**src/rtl/adc_conv_seq.sv**
```systemverilog
module adc_conv_seq #(
  parameter int CLK_FREQ_HZ = 19_200_000,
  parameter int REV_MAJOR   = 5,
  parameter int REV_MINOR   = 3
) (
  input  logic        clk,
  input  logic        rst_n,
  input  logic        bus_we,
  input  logic [7:0]  bus_addr,
  input  logic [7:0]  bus_wdata,
  output logic [7:0]  bus_rdata,
  output logic [7:0]  mux_sel,
  output logic        sample_en,
  input  logic        smp_valid,
  input  logic [15:0] smp_data,
  output logic        eoc_irq
);
  localparam int TPU   = (CLK_FREQ_HZ / 1_000_000 < 1) ? 1 : CLK_FREQ_HZ / 1_000_000;
  localparam int PRE_W = (TPU > 1) ? $clog2(TPU) : 1;
  localparam bit NEW_TABLE = (REV_MAJOR > 5) || (REV_MAJOR == 5 && REV_MINOR >= 3);
  localparam int SUM_W = 24;

  typedef enum logic [2:0] {S_IDLE, S_SETTLE, S_SAMPLE, S_AVG, S_DONE} st_t;

  function automatic logic [16:0] settle_us(input logic [3:0] idx);
    if (idx < 4'd8)
      return (idx == 4'd0) ? 17'd15 : 17'(idx) * 17'd100;
    if (NEW_TABLE)
      return 17'd1000 << (idx - 4'd8);
    case (idx)
      4'd8:    return 17'd800;
      4'd9:    return 17'd900;
      4'd10:   return 17'd1000;
      4'd11:   return 17'd2000;
      4'd12:   return 17'd4000;
      4'd13:   return 17'd6000;
      4'd14:   return 17'd8000;
      default: return 17'd10000;
    endcase
  endfunction

  logic [7:0] dig_q, chan_q;
  logic       avg_en_q;
  logic [2:0] avg_lg_q;
  logic [3:0] dly_q;
  logic       en_q, pend_q, eoc_q;
  logic [15:0] res_q;
  st_t        st_q;
  logic [16:0] us_q;
  logic [PRE_W-1:0] pre_q;
  logic [7:0] cnt_q;
  logic [SUM_W-1:0] sum_q;

  wire       req_wr = bus_we && bus_addr == 8'h47 && bus_wdata[7];
  wire       start  = req_wr && en_q && st_q == S_IDLE;
  wire [2:0] lg     = avg_en_q ? avg_lg_q : 3'd0;
  wire [8:0] n_smp  = 9'd1 << lg;
  wire       take   = st_q == S_SAMPLE && smp_valid;

  assign mux_sel   = chan_q;
  assign sample_en = st_q == S_SAMPLE;
  assign eoc_irq   = st_q == S_DONE;

  always_ff @(posedge clk or negedge rst_n) begin
    if (!rst_n) begin
      dig_q <= '0; chan_q <= '0; avg_en_q <= 1'b0; avg_lg_q <= '0;
      dly_q <= '0; en_q <= 1'b0;
    end else if (bus_we) begin
      case (bus_addr)
        8'h42: dig_q <= bus_wdata & 8'h7C;
        8'h43: begin avg_en_q <= bus_wdata[7]; avg_lg_q <= bus_wdata[2:0]; end
        8'h44: chan_q <= bus_wdata;
        8'h45: dly_q <= bus_wdata[3:0];
        8'h46: en_q <= bus_wdata[7];
        default: ;
      endcase
    end
  end

  always_ff @(posedge clk or negedge rst_n) begin
    if (!rst_n) begin
      st_q <= S_IDLE; us_q <= '0; pre_q <= '0; cnt_q <= '0; sum_q <= '0;
      pend_q <= 1'b0; eoc_q <= 1'b0; res_q <= '0;
    end else begin
      case (st_q)
        S_IDLE: if (start) begin
          st_q <= S_SETTLE; us_q <= settle_us(dly_q); pre_q <= '0;
          pend_q <= 1'b1; eoc_q <= 1'b0;
        end
        S_SETTLE: begin
          if (us_q == '0) begin
            st_q <= S_SAMPLE; cnt_q <= '0; sum_q <= '0;
          end else if (pre_q == PRE_W'(TPU - 1)) begin
            pre_q <= '0; us_q <= us_q - 17'd1;
          end else begin
            pre_q <= pre_q + 1'b1;
          end
        end
        S_SAMPLE: if (take) begin
          sum_q <= sum_q + SUM_W'(smp_data);
          cnt_q <= cnt_q + 8'd1;
          if (9'(cnt_q) + 9'd1 == n_smp) st_q <= S_AVG;
        end
        S_AVG: begin
          res_q <= 16'(sum_q >> lg);
          eoc_q <= 1'b1; pend_q <= 1'b0; st_q <= S_DONE;
        end
        default: st_q <= S_IDLE;
      endcase
    end
  end

  always_comb begin
    case (bus_addr)
      8'h00:   bus_rdata = 8'(REV_MINOR);
      8'h01:   bus_rdata = 8'(REV_MAJOR);
      8'h08:   bus_rdata = {6'd0, pend_q, eoc_q};
      8'h09:   bus_rdata = {1'b0, st_q, 4'd0};
      8'h42:   bus_rdata = dig_q;
      8'h43:   bus_rdata = {avg_en_q, 4'd0, avg_lg_q};
      8'h44:   bus_rdata = chan_q;
      8'h45:   bus_rdata = {4'd0, dly_q};
      8'h46:   bus_rdata = {en_q, 7'd0};
      8'h50:   bus_rdata = res_q[7:0];
      8'h51:   bus_rdata = res_q[15:8];
      default: bus_rdata = 8'd0;
    endcase
  end


  pend_eoc_excl_chk: assert property (@(posedge clk) disable iff (!rst_n) !(pend_q && eoc_q));

  irq_status_chk: assert property (@(posedge clk) disable iff (!rst_n) eoc_irq |-> (eoc_q && !pend_q));

  irq_single_chk: assert property (@(posedge clk) disable iff (!rst_n) eoc_irq |=> !eoc_irq);

  sample_pend_chk: assert property (@(posedge clk) disable iff (!rst_n) sample_en |-> pend_q);

  req_off_chk: assert property (@(posedge clk) disable iff (!rst_n)
    (req_wr && !en_q && st_q == S_IDLE) |=> !pend_q);

  settle_hold_chk: assert property (@(posedge clk) disable iff (!rst_n)
    (st_q == S_SETTLE && us_q != '0) |=> st_q == S_SETTLE);

  state_range_chk: assert property (@(posedge clk) disable iff (!rst_n) st_q <= S_DONE);
endmodule

```
**config.mk**
```make
export PLATFORM = sky130hd
export DESIGN_NAME = adc_conv_seq
export DESIGN_NICKNAME = d
export VERILOG_FILES = /design/src/rtl/adc_conv_seq.sv
export SDC_FILE = /design/constraint.sdc
export NUM_CORES = 1
export LEC_CHECK = 0
export BUFFER_PORTS_ARGS = -buffer_cell sky130_fd_sc_hd__buf_4
export CAP_MARGIN = 20
export CORE_ASPECT_RATIO = 0.7
export CORE_MARGIN = 2
export CORE_UTILIZATION = 41
export CTS_CLUSTER_SIZE = 28
export DETAILED_ROUTE_END_ITERATION = 12
export GPL_ROUTABILITY_DRIVEN = 0
export SLEW_MARGIN = 40
export SYNTH_ARGS = -nofsm -noshare
export SYNTH_HDL_FRONTEND = slang
export SYNTH_SLANG_ARGS = --single-unit
```
**constraint.sdc**
```tcl
create_clock -name clk -period 5.7 [get_ports clk]
set_input_delay 0.855 -clock clk [delete_from_list [all_inputs] [get_ports clk]]
set_output_delay 0.855 -clock clk [all_outputs]
set_load 0.01 [all_outputs]
```
==> results by group, run 1 <==
Die
  • Initial Utilization: 0.423
  • Die ar.: 18100 um^2
  • Die width: 160 um
  • Die height: 113 um
  • I/O pins: 54
  • # rows: 39
  • Core box area: 16500 um^2

STA
  • Final Max Slew Viols: 0
  • Tmin final: 3.77 ns
  • Fmax: 0.266 GHz
  • Setup WS post-layout: 1.93 ns
  • Period utilization: 0.661
  • Final Setup Violations: 0
  • Clk_skew: 0.0116 ns
  • Least-Margin Pin Slew: 0.824 ns
  • Total negative setup slack: 0 ns
  • Max-slew headroom: 0.451
  • Fin Hold WS: 0.422 ns
  • Hold Fails Final Rpt: 0
  • RSZ-0062 raised after global routing: no

Global routing
  • First-pass GRT wire length: 31.1 mm
  • Largest net degree at the start of global routing: 72
  • GRT Overall Usage: 0.210
  • Gr ovfl total: 0
  • Initial antenna violation count: 0
  • Vias in the first global route: 6049

Power and ir drop
  • Max IR drop VDD: 0.167 mV
  • LEAKAGE: 3.70 nW
  • Pwr dens: 193 nW/um^2

Placement
  • Post-Place Setup Slack: 2.00 ns
  • Dpl cells: 1032
  • Placed Area: 7550 um^2
  • Port bufs: 53
  • Post-DP HPWL: 14.3 mm

Clock network
  • CTS H-tree lvls: 3
  • Post_cts resized: 0
  • Post-CTS setup buffer count: 0
  • Clk pin slew, worst setup/hold paths: 0.07 ns
  • Clk_lat worst skew: 0.34 ns
  • Clock root buffer: clkbuf_16
  • Total CTS buffers: 9
  • Sink Count: 96
  • Hold-fix buffers at CTS: 0
  • Clk buf depth: 2
  • CTS tree: yes

Worst setup path
  • CP endpoint kind: primary output
  • CP arrival: 2.91 ns
  • Worst EP required: 4.85 ns
  • Crit Path Class: primary input to primary output
  • Crit start category: primary input
  • Max FO, Critical Path: 7

Synth
  • Register area share after synthesis: 0.345
  • Async SR Flop Fraction: 1.00
  • Mapped Avg Cell Area: 8.81 um^2
  • #FFs+latches synth: 96
  • Synth unique cells: 74
  • Most frequent cells after synthesis: dfrtp_1, nand2_1, o21ai_0, a21oi_1, nor2_1
  • Post-Syn Area: 6970 um^2
  • Largest area contributor in the netlist: dfrtp_1
  • Yosys Warn Count: 0
  • Top-count cell post-synth: dfrtp_1
  • Top area cells in the synthesized netlist: dfrtp_1, ha_1, o21ai_0, mux2i_1, nand2_1
  • Synth top area share: 0.345
  • Most used DFF post-synth: dfrtp_1
  • Post-synthesis cell count: 791
  • EDFF count, synth: 0
  • Post-Syn Nets: 865

Outcome
  • Status: completed

Route
  • Vias: 6287
  • Routed len/inst: 18.0 um
  • DRC: 0
  • Drt pass-1 iters: 5
  • Final Routed Wirelength: 18.8 mm
  • Via density: 6.00
  • Drt first-iter violations: 585
  • Remaining antenna violation count after routing: 0

Layout
  • Layout area overhead: 13.1%
  • Post-Layout Cell Count: 1048
  • Ant diodes: 0
  • Layout Nets: 892
  • Final Cell Area: 7880 um^2
  • Layout cell share with drive strength beyond 1: 0.145

Flow run
  • Max Cap Viol: 0

Worst hold path
  • Worst min path class: primary input to async pin
## through the flow
stage	total power, mW	util
finish	1.52	0.478
global route	1.57	0.478
CTS	1.53	0.478
detailed placement	0.861	0.458
global placement	0.857	0.456
floorplan	0.793	-
## cell families (layout without fill, tap and decap cells)
family	after synthesis	after routing	share of synthesized area
flops	96	96	0.345
fa+ha+maj	38	38	0.0704
xor+xnor	19	19	0.0239
compound gates	253	253	0.236
buf+inv	70	102	0.0379
simple gates	252	252	0.186
mux	63	63	0.102
## layout make-up
| class | instances | area (um^2) |
|---|---|---|
| well taps | 225 | 282 |
| inverters | 26 | 97.6 |
| flip-flops and latches | 96 | 2400 |
| clock inverters | 7 | 103 |
| clock buffers | 9 | 225 |
| repair buffers | 60 | 458 |
| multi-input cells | 625 | 4320 |
| fillers | 1605 | 8610 |
## path summary, 6_finish.rpt
check	slack, ns	endpoint	depth (start not counted)	startpoint
worst max-delay path	1.93	bus_rdata[0]	8	bus_addr[3]
worst min-delay path	0.42	sum_q[13]	1	rst_n
worst max register to register	2.74	sum_q[20]	7	us_q[13]
worst min register to register	0.49	res_q[15]	2	res_q[15]
max in group asynchronous	4.33	res_q[5]	2	rst_n
min in group clk	0.49	res_q[15]	2	res_q[15]
## layout by cell type (no fill, tap or decap), types with 15 or more instances in the layout
cell type,Yosys,routed
nand3_1,23,23
o21ai_0,77,77
ha_1,36,36
mux2_2,24,24
a21o_1,15,15
nor2_1,45,45
dfrtp_1,96,96
inv_1,23,23
a21oi_1,51,51
buf_4,0,58
a22oi_1,17,17
mux2i_1,35,35
nor3_1,20,20
nand2_1,81,78
## report_power, final
part | leakage [nW] | internal, mW | switching, mW
combinational | 2.23 | 0.0602 | 0.0800
sequential | 1.31 | 0.690 | 0.0179
clock | 0.162 | 0.391 | 0.282
## metal layers
| metal | up-vias | track usage | part of all wire |
|---|---|---|---|
| li1 | 3012 | - | - |
| met1 | 3077 | 0.317 | 0.50 |
| met2 | 183 | 0.322 | 0.44 |
| met3 | 15 | 0.0315 | 0.053 |
| met4 | 0 | 0.0408 | 0.0082 |
| met5 | - | 0 | 0 |
## flip-flops by register name, indices dropped and copies added, names as in the netlist, 3 cells and up
name      flops
sum_q        23
us_q         17
res_q        16
cnt_q         8
mux_sel       8
dig_q         5
pre_q         5
dly_q         4
avg_lg_q      3
st_q          3
## worst max-delay path, cell delays in order
cell and delay (ns):
buf_4 0.13, nor4_1 0.51, nand3_1 0.22, nor2_1 0.43, a21oi_1 0.13, or4_1 0.40
nand4_1 0.11, buf_4 0.13
(Power assumes the default switching activity.)
==> run 2, diff against run 1 <==
--- a/config.mk
+++ b/config.mk
@@ -5,6 +5,7 @@
 export SDC_FILE = /design/constraint.sdc
 export NUM_CORES = 1
 export LEC_CHECK = 0
+export ABC_AREA = 1
 export BUFFER_PORTS_ARGS = -buffer_cell sky130_fd_sc_hd__buf_4
 export CAP_MARGIN = 20
 export CORE_ASPECT_RATIO = 0.7
==> constraint.sdc (replaced) <==
create_clock -name clk -period 3.8 [get_ports clk]
set_input_delay 0.57 -clock clk [delete_from_list [all_inputs] [get_ports clk]]
set_output_delay 0.57 -clock clk [all_outputs]
set_load 0.01 [all_outputs]
==> results by group, run 2 <==
Worst setup path
  • Max FO, Critical Path: 6
  • CP bufs+invs: 4
  • CP max stage delay: 0.31 ns
  • Crit start category: primary input
  • Worst path most repeated cell: nand2_1
  • Largest delay share family, worst path: simple AND/OR/NAND/NOR gates
  • CP endpoint kind: primary output
  • CP arrival: 2.06 ns
  • Worst EP required: 3.23 ns
  • CP max-delay cell: nor2_1
  • Cells along the critical path: buf_4 > inv_1 > nand4_1 > inv_1 > nand2_1 > nor2_1 > nand2_1 > nand3_1 > a211oi_1 > nand2_1 > buf_4
  • Crit Path Class: primary input to primary output

Die
  • Die ar.: 18600 um^2
  • # rows: 40
  • Die height: 115 um
  • I/O pins: 54
  • Initial Utilization: 0.418
  • Core box area: 17200 um^2
  • Die width: 162 um

Clock network
  • CTS tree: yes
  • Clk buf depth: 2
  • Post-CTS setup buffer count: 0
  • Clock root buffer: clkbuf_16
  • Total CTS buffers: 9
  • CTS H-tree lvls: 3
  • Sink Count: 96
  • Clk pin slew, worst setup/hold paths: 0.07 ns
  • Clk_lat worst skew: 0.36 ns
  • Post_cts resized: 0
  • Hold-fix buffers at CTS: 0

Layout
  • Max FFs per register: 23
  • Register area: 2400 um^2
  • Ant diodes: 0
  • Regs by FF count: sum_q x23, us_q x17, res_q x16
  • Area of the multi-input gates: 4120 um^2
  • Final Cell Area: 8100 um^2
  • Commonest non-fill, non-tap cell in the layout: nand2_1
  • Most frequent cells in the layout: nand2_1, inv_1, o21ai_0
  • Layout area overhead: 12.8%
  • Layout cell share with drive strength beyond 1: 0.0927
  • Layout Nets: 1181
  • Most flop-heavy register: sum_q
  • Fill count: 1791

Route
  • Remaining antenna violation count after routing: 0
  • Vias: 7064
  • Via density: 5.26
  • DRC: 0
  • Drt first-iter violations: 633
  • Drt pass-1 iters: 5
  • Final Routed Wirelength: 20.4 mm
  • Routed len/inst: 15.2 um

STA
  • Hold Fails Final Rpt: 0
  • Fmax: 0.380 GHz
  • Tmin final: 2.63 ns
  • Final Max Slew Viols: 0
  • Final Setup Violations: 0
  • Total negative setup slack: 0 ns
  • Max-slew headroom: 0.540
  • Clk_skew: 0.0123 ns
  • Setup WS post-layout: 1.17 ns
  • RSZ-0062 raised after global routing: no
  • Period utilization: 0.692
  • Fin Hold WS: 0.200 ns
  • Least-Margin Pin Slew: 0.688 ns

Synth
  • Most frequent cells after synthesis: nand2_1, inv_1, o21ai_0, nor2_1, dfrtp_1
  • Top-count cell post-synth: nand2_1
  • Post-Syn Area: 7180 um^2
  • Synth unique cells: 47
  • EDFF count, synth: 0
  • Async SR Flop Fraction: 1.00
  • #FFs+latches synth: 96
  • Synth top area share: 0.335
  • Register area share after synthesis: 0.335
  • Post-Syn Nets: 1137
  • Largest area contributor in the netlist: dfrtp_1
  • Yosys Warn Count: 0
  • Most used DFF post-synth: dfrtp_1
  • Mapped Avg Cell Area: 6.75 um^2
  • Top area cells in the synthesized netlist: dfrtp_1, nand2_1, o21ai_0, inv_1, ha_1
  • Post-synthesis cell count: 1063

Placement
  • Post-Place Setup Slack: 0.954 ns
  • Post-DP HPWL: 15.8 mm
  • Port bufs: 53
  • Placed Area: 7760 um^2

Power and ir drop
  • Sequential Power Share: 0.301
  • Net Sw Frac: 0.468
  • Psw: 2.43 mW
  • LEAKAGE: 4.06 nW
  • Internal cell power: 2.75 mW
  • Max IR drop VDD: 0.284 mV
  • PnR Total Power: 5.18 mW
  • Pwr dens: 639 nW/um^2
  • Logic pwr share: 0.501
  • Clock network fraction of total power: 0.198

Outcome
  • Status: completed

Global routing
  • Initial antenna violation count: 0
  • Vias in the first global route: 6468
  • GRT Overall Usage: 0.233
  • Gr ovfl total: 0
  • Largest net degree at the start of global routing: 60
  • First-pass GRT wire length: 34.4 mm

Flow run
  • Max Cap Viol: 0

Worst hold path
  • Worst min path class: primary input to async pin
-- run 2: cell count changes after synthesis, sizes merged, moves of 12 or more --
| cell | change |
|---|---|
| a22oi | -12 |
| clkbuf | -24 |
| mux2i | -35 |
| o21ai | +48 |
| nand3 | +43 |
| nand2 | +224 |
| inv | +113 |
| a21o | -14 |
| o22ai | +12 |
| mux2 | -24 |
| nor2 | +64 |
-- run 2: layout make-up --
class / count / share of cell area
clock buffer: 10 / 0.0295
clock inverter: 5 / 0.0107
inverter: 136 / 0.0640
multi-input combinational: 805 / 0.508
sequential: 96 / 0.297
tap: 231 / 0.0357
timing repair buffer: 59 / 0.0552
-- run 2: metal layers --
metal / vias up / share of wire / global-route usage
met5: - / 0 / 0
li1: 3600 / - / -
met2: 224 / 0.38 / 0.316
met3: 13 / 0.066 / 0.0406
met1: 3227 / 0.54 / 0.381
met4: 0 / 0.0074 / 0.0389
-- run 2: final timing paths --
kind,start,to,slack [ns],cells after the start
hold reg to reg,eoc_q,eoc_q,0.48,2
max in group asynchronous,rst_n,mux_sel[2],2.89,2
setup reg to reg,us_q[0],sum_q[17],1.31,12
hold / removal,rst_n,sum_q[4],0.20,1
min in group clk,bus_wdata[3],dly_q[3],0.43,3
setup / recovery,bus_addr[4],bus_rdata[2],1.17,11
-- run 2: power groups by stage --
stage	logic, mW	clock network (mW)	registers [mW]
after detailed placement	2.56	0	1.58
after floorplan	2.01	0	1.49
final	2.59	1.02	1.56
after global placement	2.55	0	1.57
after global routing	2.95	1.08	1.60
after CTS	2.57	1.05	1.56
-- run 2: cells by family after synthesis --
kind of cell | Yosys count | share of synthesized area
simple gates | 526 | 0.313
compound gates | 231 | 0.179
buf+inv | 162 | 0.0924
flops | 96 | 0.335
fa+ha+maj | 38 | 0.0683
xor+xnor | 10 | 0.0122
-- run 2: worst register-to-register path, stage by stage (launching register included) --
cell     delay, ns
dfrtp_1       0.42
inv_1         0.15
ha_1          0.17
nor3b_1       0.21
nand4_1       0.16
nand2_2       0.15
nand3_2       0.26
inv_2         0.32
buf_4         0.28
nand2_1       0.11
nand2_1       0.08
nand2_1       0.04
nor2_1        0.09
-- run 2: stage by stage --
step | std cells | utilization
after detailed placement | 1327 | 0.452
after global placement | 1327 | 0.452
final | 1342 | 0.472
after CTS | 1342 | 0.471
after global routing | 1342 | 0.472
after floorplan | 1063 | -
==> run 3, diff against run 2 <==
==> constraint.sdc (replaced) <==
create_clock -name clk -period 2.8 [get_ports clk]
set_input_delay 0.42 -clock clk [delete_from_list [all_inputs] [get_ports clk]]
set_output_delay 0.42 -clock clk [all_outputs]
set_load 0.01 [all_outputs]
==> results by group, run 3 (same netlist as run 2, synthesis figures left out) <==
Clock network
  • CTS tree: yes
  • Clk buf depth: 2
  • Post_cts resized: 0
  • Total CTS buffers: 9
  • Hold-fix buffers at CTS: 0
  • Post-CTS setup buffer count: 0
  • CTS H-tree lvls: 3
  • Clock root buffer: clkbuf_16
  • Clk pin slew, worst setup/hold paths: 0.07 ns
  • Sink Count: 96
  • Clk_lat worst skew: 0.36 ns

Layout
  • Regs by FF count: sum_q x23, us_q x17, res_q x16
  • Final core utilization: 0.473
  • Max FFs per register: 23
  • Register area: 2400 um^2
  • Post-Layout Cell Count: 1350
  • Layout cell share with drive strength beyond 1: 0.0983
  • Most flop-heavy register: sum_q
  • Layout Nets: 1188
  • Commonest non-fill, non-tap cell in the layout: nand2_1
  • Layout area overhead: 13.2%
  • Ant diodes: 0
  • Most frequent cells in the layout: nand2_1, inv_1, o21ai_0
  • Final Cell Area: 8120 um^2
  • Fill count: 1777
  • Area of the multi-input gates: 4110 um^2

STA
  • RSZ-0062 raised after global routing: no
  • Setup WS post-layout: 0.338 ns
  • Hold Fails Final Rpt: 0
  • Final Setup Violations: 0
  • Least-Margin Pin Slew: 0.666 ns
  • Fmax: 0.406 GHz
  • Max-slew headroom: 0.552
  • Tmin final: 2.46 ns
  • Total negative setup slack: 0 ns
  • Fin Hold WS: 0.0319 ns
  • Clk_skew: 0.00908 ns
  • Period utilization: 0.879
  • Final Max Slew Viols: 0

Power and ir drop
  • Psw: 3.32 mW
  • PnR Total Power: 6.98 mW
  • Max IR drop VDD: 0.325 mV
  • Clock network fraction of total power: 0.187
  • Pwr dens: 860 nW/um^2
  • LEAKAGE: 4.08 nW
  • Logic pwr share: 0.509
  • Sequential Power Share: 0.304
  • Net Sw Frac: 0.475
  • Internal cell power: 3.67 mW

Worst setup path
  • Cells along the critical path: ha_1 > fa_1 > nand3_1 > nand3_1 > a21oi_1 > o21ai_1 > nand2_1 > nand2_1 > nand2_1 > nand2_1 > o21ai_0
  • CP max-delay cell: a21oi_1
  • Max FO, Critical Path: 4
  • Worst EP required: 3.08 ns
  • Largest delay share family, worst path: compound AO/OA/AOI/OAI gates
  • CP max stage delay: 0.46 ns
  • Crit Path Class: flop to flop
  • CP endpoint kind: flop
  • Worst path most repeated cell: nand2_1
  • Crit start category: flop
  • R2R setup slack: 0.34 ns
  • CP arrival: 2.74 ns
  • CP bufs+invs: 0

Global routing
  • GRT Overall Usage: 0.232
  • First-pass GRT wire length: 33.8 mm
  • Largest net degree at the start of global routing: 55
  • Gr ovfl total: 0
  • Vias in the first global route: 6309
  • Initial antenna violation count: 0

Route
  • Vias: 7059
  • Via density: 5.23
  • Routed len/inst: 15.2 um
  • Drt first-iter violations: 696
  • Remaining antenna violation count after routing: 0
  • Final Routed Wirelength: 20.5 mm
  • Drt pass-1 iters: 6
  • DRC: 0

Die
  • Die height: 115 um
  • I/O pins: 54
  • Die ar.: 18600 um^2
  • Die width: 162 um
  • Core box area: 17200 um^2
  • Initial Utilization: 0.418
  • # rows: 40

Placement
  • Post-Place Setup Slack: 0.244 ns
  • Dpl cells: 1334
  • Post-DP HPWL: 16.0 mm
  • Placed Area: 7820 um^2
  • Port bufs: 53

Worst hold path
  • Worst min path class: primary input to async pin

Flow run
  • Max Cap Viol: 0

Outcome
  • Status: completed
## run 3: per-layer routing
metal | global-route usage | wire (um) | vias up
met4 | 0.0301 | 64 | 0
li1 | - | - | 3613
met1 | 0.389 | 11400 | 3243
met5 | 0 | 0 | -
met2 | 0.300 | 7660 | 198
met3 | 0.0507 | 1330 | 5
## run 3: final timing paths
kind,start,endpoint,cells past startpoint
max in group asynchronous,rst_n,pend_q,2
worst max-delay path,sum_q[0],sum_q[12],11
worst min-delay path,rst_n,pre_q[0],1
worst max register to register,sum_q[0],sum_q[12],11
min in group clk,bus_wdata[3],dly_q[3],3
worst min register to register,eoc_q,eoc_q,2
## run 3: layout make-up
type	count	share of cell area
multi-input cells	805	0.506
flip-flops and latches	96	0.296
inverters	136	0.0638
repair buffers	66	0.0615
well taps	231	0.0356
clock buffers	10	0.0294
clock inverters	6	0.00801
## run 3: power by group through the flow
stage / clock network [mW] / logic (mW) / registers (mW)
after floorplan: 0 / 2.72 / 2.02
after global placement: 0 / 3.48 / 2.14
after detailed placement: 0 / 3.50 / 2.14
after CTS: 1.33 / 3.52 / 2.12
after global routing: 1.39 / 4.04 / 2.17
final: 1.30 / 3.56 / 2.13
